$ cat src/rtl/sram_spi_pkg.sv
package sram_spi_pkg;

  typedef enum logic [1:0] {
    OP_READ   = 2'd0,
    OP_WRITE  = 2'd1,
    OP_SREAD  = 2'd2,
    OP_SWRITE = 2'd3
  } op_e;

  typedef enum logic [2:0] {
    ST_IDLE, ST_RUN, ST_PAUSE, ST_STALL, ST_TAIL, ST_GAP
  } st_e;

  typedef enum logic [1:0] {
    PH_CMD, PH_AHI, PH_ALO, PH_DATA
  } ph_e;

  function automatic logic [7:0] cmd_code(op_e op);
    case (op)
      OP_READ:   return 8'h03;
      OP_WRITE:  return 8'h02;
      OP_SREAD:  return 8'h05;
      default:   return 8'h01;
    endcase
  endfunction

  function automatic logic is_status(op_e op);
    return op == OP_SREAD || op == OP_SWRITE;
  endfunction

  function automatic logic is_rx(op_e op);
    return op == OP_READ || op == OP_SREAD;
  endfunction

  function automatic ph_e next_phase(ph_e ph, logic status);
    case (ph)
      PH_CMD:  return status ? PH_DATA : PH_AHI;
      PH_AHI:  return PH_ALO;
      default: return PH_DATA;
    endcase
  endfunction

  // address byte for a phase; bit 15 is always sent as zero
  function automatic logic [7:0] addr_byte(ph_e ph, logic [14:0] a);
    return (ph == PH_AHI) ? {1'b0, a[14:8]} : a[7:0];
  endfunction

endpackage

$ cat src/rtl/sram_spi_clkdiv.sv
module sram_spi_clkdiv #(
  parameter int HALF_DIV = 2
) (
  input  logic clk,
  input  logic rst_n,
  input  logic clr,
  output logic tick
);
  localparam int CW = (HALF_DIV > 1) ? $clog2(HALF_DIV) : 1;
  localparam logic [CW-1:0] LAST = CW'(HALF_DIV - 1);

  logic [CW-1:0] cnt_q;

  assign tick = (cnt_q == LAST);

  always_ff @(posedge clk or negedge rst_n) begin
    if (!rst_n)          cnt_q <= '0;
    else if (clr || tick) cnt_q <= '0;
    else                 cnt_q <= cnt_q + 1'b1;
  end
endmodule

$ cat src/rtl/sram_spi_shift.sv
module sram_spi_shift #(
  parameter int DW = 8
) (
  input  logic          clk,
  input  logic          rst_n,
  input  logic          ld,
  input  logic [DW-1:0] ld_byte,
  input  logic          fall,
  input  logic          rise,
  input  logic          miso,
  output logic          mosi,
  output logic          bit_last,
  output logic [DW-1:0] rx_next
);
  localparam int BCW = $clog2(DW);

  logic [DW-1:0]  tx_q, rx_q;
  logic [BCW-1:0] bit_q;

  assign mosi     = tx_q[DW-1];
  assign bit_last = (bit_q == BCW'(DW - 1));
  assign rx_next  = {rx_q[DW-2:0], miso};

  always_ff @(posedge clk or negedge rst_n) begin
    if (!rst_n) begin
      tx_q  <= '0;
      rx_q  <= '0;
      bit_q <= '0;
    end else begin
      if (ld) begin
        tx_q  <= ld_byte;
        bit_q <= '0;
      end else if (fall) begin
        tx_q  <= {tx_q[DW-2:0], 1'b0};
        bit_q <= bit_q + 1'b1;
      end
      if (rise) rx_q <= rx_next;
    end
  end

  // serial output only moves on the falling serial edge or a byte load
  tx_move_chk: assert property (@(posedge clk) disable iff (!rst_n)
    (!$past(ld) && !$past(fall)) |-> $stable(mosi));
endmodule

$ cat src/rtl/sram_spi_host.sv
module sram_spi_host
  import sram_spi_pkg::*;
#(
  parameter int HALF_DIV = 2,
  parameter int LEN_W    = 8
) (
  input  logic             clk,
  input  logic             rst_n,
  input  logic             req_valid,
  output logic             req_ready,
  input  logic [1:0]       req_op,
  input  logic [15:0]      req_addr,
  input  logic [LEN_W-1:0] req_len,
  input  logic             wr_valid,
  input  logic [7:0]       wr_data,
  output logic             wr_ready,
  output logic             rd_valid,
  output logic [7:0]       rd_data,
  output logic             busy,
  input  logic             pause_req,
  output logic             spi_cs_n,
  output logic             spi_sck,
  output logic             spi_mosi,
  input  logic             spi_miso,
  output logic             spi_hold_n
);
  st_e             st_q, st_d;
  ph_e             ph_q, ph_nx;
  op_e             op_q;
  logic [14:0]     addr_q;
  logic [LEN_W-1:0] left_q;
  logic            sck_q, hold_n_q, gap_q;
  logic            rd_valid_q;
  logic [7:0]      rd_data_q;

  logic tick, clr, ld, bit_last;
  logic [7:0] ld_byte, rx_next;

  // named events shared by the FSM and the assertions
  logic run_tick, rise_ev, fall_ev, pause_ev, resume_ev, byte_end, last_byte, need_wr;

  assign run_tick  = (st_q == ST_RUN) && tick;
  assign rise_ev   = run_tick && !sck_q && !pause_req;
  assign pause_ev  = run_tick && !sck_q && pause_req;
  assign fall_ev   = run_tick && sck_q;
  assign resume_ev = (st_q == ST_PAUSE) && tick && !pause_req;
  assign byte_end  = fall_ev && bit_last;
  assign last_byte = (ph_q == PH_DATA) && (left_q == LEN_W'(1));
  assign ph_nx     = next_phase(ph_q, is_status(op_q));
  assign need_wr   = (ph_nx == PH_DATA) && !is_rx(op_q);
  assign clr       = (st_d != st_q) || (st_q == ST_IDLE);

  sram_spi_clkdiv #(.HALF_DIV(HALF_DIV)) div_i (
    .clk(clk), .rst_n(rst_n), .clr(clr), .tick(tick));

  sram_spi_shift #(.DW(8)) shf_i (
    .clk(clk), .rst_n(rst_n), .ld(ld), .ld_byte(ld_byte),
    .fall(fall_ev), .rise(rise_ev), .miso(spi_miso),
    .mosi(spi_mosi), .bit_last(bit_last), .rx_next(rx_next));

  always_comb begin
    st_d     = st_q;
    ld       = 1'b0;
    ld_byte  = 8'h00;
    wr_ready = 1'b0;
    case (st_q)
      ST_IDLE: if (req_valid) begin
        st_d    = ST_RUN;
        ld      = 1'b1;
        ld_byte = cmd_code(op_e'(req_op));
      end
      ST_RUN: begin
        if (pause_ev) st_d = ST_PAUSE;
        else if (byte_end) begin
          if (last_byte) st_d = ST_TAIL;
          else if (need_wr) begin
            if (wr_valid) begin
              ld = 1'b1; ld_byte = wr_data; wr_ready = 1'b1;
            end else st_d = ST_STALL;
          end else begin
            ld      = 1'b1;
            ld_byte = (ph_nx == PH_DATA) ? 8'h00 : addr_byte(ph_nx, addr_q);
          end
        end
      end
      ST_PAUSE: if (resume_ev) st_d = ST_RUN;
      ST_STALL: begin
        wr_ready = 1'b1;
        if (wr_valid) begin
          ld = 1'b1; ld_byte = wr_data; st_d = ST_RUN;
        end
      end
      ST_TAIL:  if (tick) st_d = ST_GAP;
      ST_GAP:   if (tick && gap_q) st_d = ST_IDLE;
      default:  st_d = ST_IDLE;
    endcase
  end

  always_ff @(posedge clk or negedge rst_n) begin
    if (!rst_n) begin
      st_q       <= ST_IDLE;
      ph_q       <= PH_CMD;
      op_q       <= OP_READ;
      addr_q     <= '0;
      left_q     <= '0;
      sck_q      <= 1'b0;
      hold_n_q   <= 1'b1;
      gap_q      <= 1'b0;
      rd_valid_q <= 1'b0;
      rd_data_q  <= '0;
    end else begin
      st_q <= st_d;
      if (st_q == ST_IDLE && req_valid) begin
        op_q   <= op_e'(req_op);
        addr_q <= req_addr[14:0];
        ph_q   <= PH_CMD;
        left_q <= (is_status(op_e'(req_op)) || req_len == '0) ? LEN_W'(1) : req_len;
      end else if (byte_end && !last_byte) begin
        ph_q <= ph_nx;
      end
      if (byte_end && ph_q == PH_DATA) left_q <= left_q - 1'b1;
      if (rise_ev)      sck_q <= 1'b1;
      else if (fall_ev) sck_q <= 1'b0;
      if (pause_ev)       hold_n_q <= 1'b0;
      else if (resume_ev) hold_n_q <= 1'b1;
      if (st_q != ST_GAP) gap_q <= 1'b0;
      else if (tick)      gap_q <= 1'b1;
      rd_valid_q <= rise_ev && bit_last && ph_q == PH_DATA && is_rx(op_q);
      if (rise_ev && bit_last) rd_data_q <= rx_next;
    end
  end

  assign spi_cs_n   = (st_q == ST_IDLE) || (st_q == ST_GAP);
  assign busy       = !spi_cs_n;
  assign req_ready  = (st_q == ST_IDLE);
  assign spi_sck    = sck_q;
  assign spi_hold_n = hold_n_q;
  assign rd_valid   = rd_valid_q;
  assign rd_data    = rd_data_q;


  sck_idle_chk: assert property (@(posedge clk) disable iff (!rst_n)
    spi_cs_n |-> !spi_sck);

  mosi_high_chk: assert property (@(posedge clk) disable iff (!rst_n)
    (spi_sck && $past(spi_sck)) |-> $stable(spi_mosi));

  hold_edge_chk: assert property (@(posedge clk) disable iff (!rst_n)
    !$stable(spi_hold_n) |-> !spi_sck);

  hold_cs_chk: assert property (@(posedge clk) disable iff (!rst_n)
    !spi_hold_n |-> !spi_cs_n);

  busy_ready_chk: assert property (@(posedge clk) disable iff (!rst_n)
    busy |-> !req_ready);

  gap_min_chk: assert property (@(posedge clk) disable iff (!rst_n)
    $rose(spi_cs_n) |=> spi_cs_n);

  stall_low_chk: assert property (@(posedge clk) disable iff (!rst_n)
    (st_q == ST_STALL) |-> (!spi_sck && !spi_cs_n));

  rdv_window_chk: assert property (@(posedge clk) disable iff (!rst_n)
    rd_valid |-> !spi_cs_n);
endmodule

$ cat config.mk
export PLATFORM = sky130hd
export DESIGN_NAME = sram_spi_host
export DESIGN_NICKNAME = d
export VERILOG_FILES = /design/src/rtl/sram_spi_pkg.sv /design/src/rtl/sram_spi_clkdiv.sv /design/src/rtl/sram_spi_shift.sv /design/src/rtl/sram_spi_host.sv
export SDC_FILE = /design/constraint.sdc
export NUM_CORES = 1
export LEC_CHECK = 0
export BUFFER_PORTS_ARGS = -buffer_cell sky130_fd_sc_hd__buf_4
export CAP_MARGIN = 10
export CORE_MARGIN = 10
export CORE_UTILIZATION = 55
export CTS_BUF_LIST = sky130_fd_sc_hd__clkbuf_16
export CTS_CLUSTER_DIAMETER = 200
export DETAILED_ROUTE_END_ITERATION = 8
export PLACE_DENSITY = 0.79
export SLEW_MARGIN = 20
export SYNTH_ARGS = -nofsm -noshare
export SYNTH_HDL_FRONTEND = slang
export SYNTH_SLANG_ARGS = --single-unit
$ cat constraint.sdc
create_clock -name clk -period 2.7 [get_ports clk]
set_clock_uncertainty 0.2 [all_clocks]
set_input_delay 0.405 -clock clk [delete_from_list [all_inputs] [get_ports clk]]
set_output_delay 0.405 -clock clk [all_outputs]
set_load 0.01 [all_outputs]
==> impl_summary.log <==
[metrics] run status: completed
[metrics] overall fraction of global-route tracks in use: 0.174
[metrics] critical-path cell list: or3_1 -> nor4_4 -> o31ai_1 -> buf_4
[metrics] # nets final: 424
[metrics] count of maximum capacitance violations: 0
[metrics] Final min period: between 2 and 3 ns
[metrics] antenna fix cells: 0
[metrics] maximum number of pins on one net before global-route repair: 62
[metrics] Placer Congestion: 0.855
[metrics] initial antenna violation count: 0
[metrics] classification of the worst-slack hold path: in -> reg
[metrics] final number of hold-violating endpoints: 0
[metrics] Detailed Place HPWL: 5020 um
[metrics] post-route ant nets: 0
[metrics] Layout Area Growth over Synthesis: 24.6%
[metrics] Req. time, crit path: 2.10 ns
[metrics] Max stage delay cell, worst path: sky130_fd_sc_hd__or3_1
[metrics] maximum level of the CTS H-tree: 3
[metrics] Post-Syn Area per Cell: 9.40 sq um
[metrics] worst-skew pair later-pin latency: 0.32 ns
[metrics] Leak Pwr: approximately 1.8 nW
[metrics] Clock Sink Count: slightly above 60
[metrics] number of global-route vias before repair: 2631
[metrics] FMAX: between 300 and 400 MHz
[metrics] sum of buffers and inverters on the critical path: 1
[metrics] DIE HEIGHT: around 94 um
[metrics] number of buffer cells added on primary ports: 54
[metrics] Fillers: 414
[metrics] tightest slew margin relative to the limit: 0.498
[metrics] Max FO, Critical Path: 6
[metrics] peak per-stage delay on the critical path: just over 0.5 ns
[metrics] Root Buffer Master: sky130_fd_sc_hd__clkbuf_16
[metrics] routed vias/inst: ~5.6
[metrics] most common cell after layout, fill and taps aside: sky130_fd_sc_hd__nand2_1
[metrics] Worst Setup Path Type: reg -> out
[metrics] worst slew pin tran: ~0.75 ns
[metrics] endpoint class of the critical path: output pin
[metrics] number of synthesized flops with an enable pin: 0
[metrics] part of the cycle the worst path needs: 0.935
[metrics] Max Root-Sink Buffers: 2
[metrics] final core area utilization: 0.722
[metrics] routed wire length per instance: ~16 um
[metrics] arrival time of data at the critical path endpoint: between 1.5 and 2 ns
[metrics] overall via count from detail_route: ~2500
[metrics] netlist area before placement: 3020 sq um
[metrics] clock tree from TritonCTS: done
[metrics] Total Wirelength: roughly 7200 um
[metrics] number of post-CTS setup repair buffers: 0
[metrics] effective utilization at floorplan: 0.580
[metrics] register bit total from synthesis: between 60 and 70
[metrics] element type at the critical path start: register
[metrics] drt first-iter violations: 170
[metrics] die extent in x: between 90 and 100 um
[metrics] number of cell rows: 26
[metrics] Total Neg Setup Slack: 0 ns
[metrics] main flop type after synthesis: sky130_fd_sc_hd__dfrtp_1
[metrics] proportion of layout cells with a drive suffix above 1: 0.247
[metrics] synth unique cells: 58
[metrics] final number of setup-violating endpoints: 0
[metrics] RSZ-0062 raised after global routing: no
[metrics] wire length of the first global-routing pass: approximately 12000 um
[metrics] clk slew on worst S/H paths: 0.05 ns
[metrics] number of warnings printed during yosys synthesis: 0
[metrics] sequential fraction of the synthesis area: 0.506
[metrics] Power Dens Cells: 1020 nW/um^2
[metrics] kind of cell adding the most delay to the critical path: simple AND/OR/NAND/NOR gates
[metrics] Async SR Flop Fraction: 1.00
[metrics] post-synth net total: 365
[metrics] total DRC errors in the routed layout: 0
[metrics] highest-count cells in the layout ignoring fill and taps: sky130_fd_sc_hd__nand2_1, sky130_fd_sc_hd__buf_4, sky130_fd_sc_hd__dfrtp_1
[metrics] grt ovf: 0
[metrics] count of pins on the block boundary: 56
[metrics] die area: 8850 sq um
[metrics] core box area: approximately 5200 sq um
[metrics] IR drop worst, VDD: 0.000728 V
[metrics] post-layout total power: 3.82 mW
[metrics] number of optimization iterations in the first detailed-route pass: 5
[metrics] Slew Viols, Final: 0
[metrics] post-synthesis cell count: ~320
[metrics] number of CTS-inserted buffers: 9
## power breakdown
| group | switching, mW | internal [mW] | leakage (nW) | total (mW) |
|---|---|---|---|---|
| clock network | 0.388 | 0.700 | 0.145 | 1.09 |
| registers | 0.271 | 1.26 | 0.787 | 1.53 |
| logic | 0.676 | 0.533 | 0.905 | 1.21 |
## logic make-up after synthesis
family                   count (synthesis)  synth area share
AO/OA/AOI/OAI                           59             0.153
buffers and inverters                   22            0.0431
XOR/XNOR                                 2           0.00581
adder cells (fa/ha/maj)                  4            0.0166
AND/OR/NAND/NOR                        165             0.245
multiplexers                             8            0.0299
flip-flops                              61             0.506
## worst reg2reg max path, cell delays in order, from the launching register on
cell and delay (ns):
sky130_fd_sc_hd__dfrtp_1 0.42, sky130_fd_sc_hd__or3_1 0.51, sky130_fd_sc_hd__nor4_4 0.32, sky130_fd_sc_hd__o31ai_2 0.23, sky130_fd_sc_hd__a2111oi_2 0.43, sky130_fd_sc_hd__a31oi_1 0.07
## synth_stat cells, types with 5 or more instances
cell type	number	area, sq um
sky130_fd_sc_hd__nand2_1	109	409
sky130_fd_sc_hd__dfrtp_1	60	1500
sky130_fd_sc_hd__nor2_1	18	67.6
sky130_fd_sc_hd__nor3_1	9	45.0
sky130_fd_sc_hd__a31oi_1	8	50.1
sky130_fd_sc_hd__mux2_2	8	90.1
sky130_fd_sc_hd__o211ai_1	7	52.6
sky130_fd_sc_hd__inv_1	6	22.5
sky130_fd_sc_hd__o21ai_0	6	30.0
sky130_fd_sc_hd__a22o_1	5	43.8
sky130_fd_sc_hd__clkbuf_1	5	18.8
## cell type report
type,count,area (sq um),share of cell area
Sequential cell,61,1530,0.406
Multi-Input combinational cell,238,1360,0.361
Timing Repair Buffer,63,475,0.126
Clock buffer,9,225,0.0599
Tap cell,70,87.6,0.0233
Clock inverter,7,58.8,0.0156
Inverter,7,26.3,0.00699
## worst paths after layout
kind	start	endpoint	slack (ns)	cells past startpoint
max in group asynchronous	rst_n	left_q[7]	1.30	2
min in group asynchronous	rst_n	shf_i.rx_q[5]	0.50	2
hold / removal	req_addr[12]	addr_q[12]	0.07	3
hold reg to reg	addr_q[2]	addr_q[2]	0.27	2
setup reg to reg	left_q[2]	shf_i.tx_q[1]	0.39	5
setup / recovery	left_q[2]	wr_ready	0.18	4
## metal layers
layer | wire length, um | global-route usage
met5 | 0 | 0
met4 | 97 | 0.0646
met3 | 487 | 0.0560
met2 | 3530 | 0.271
met1 | 3090 | 0.219
## registers in the layout, indices dropped and copies added, names as in the netlist
signal,count
addr_q,15
div_i.tick,1
gap_q,1
left_q,8
op_q,2
ph_q,2
rd_data,8
rd_valid,1
shf_i.bit_q,3
shf_i.rx_q,7
shf_i.tx_q,8
spi_hold_n,1
spi_sck,1
st_q,3
## per-stage QoR
stage	worst slack, ns	std cells	instance area, sq um	hold WS (ns)
after floorplan	0.567	321	3020	-0.0906
after global placement	0.340	438	3470	0.259
after detailed placement	0.323	438	3470	0.263
after CTS	0.106	455	3760	0.0673
after global routing	0.0635	455	3760	0.0832
final	0.175	455	3760	0.0735
## what timing repair did
item / CTS / global route
hold buffers: 1 / 0
hold endpoints to repair: 60 / 0
endpoints found under the setup margin: 0 / 1
resized for setup: 0 / 0
(Power assumes the default switching activity.)
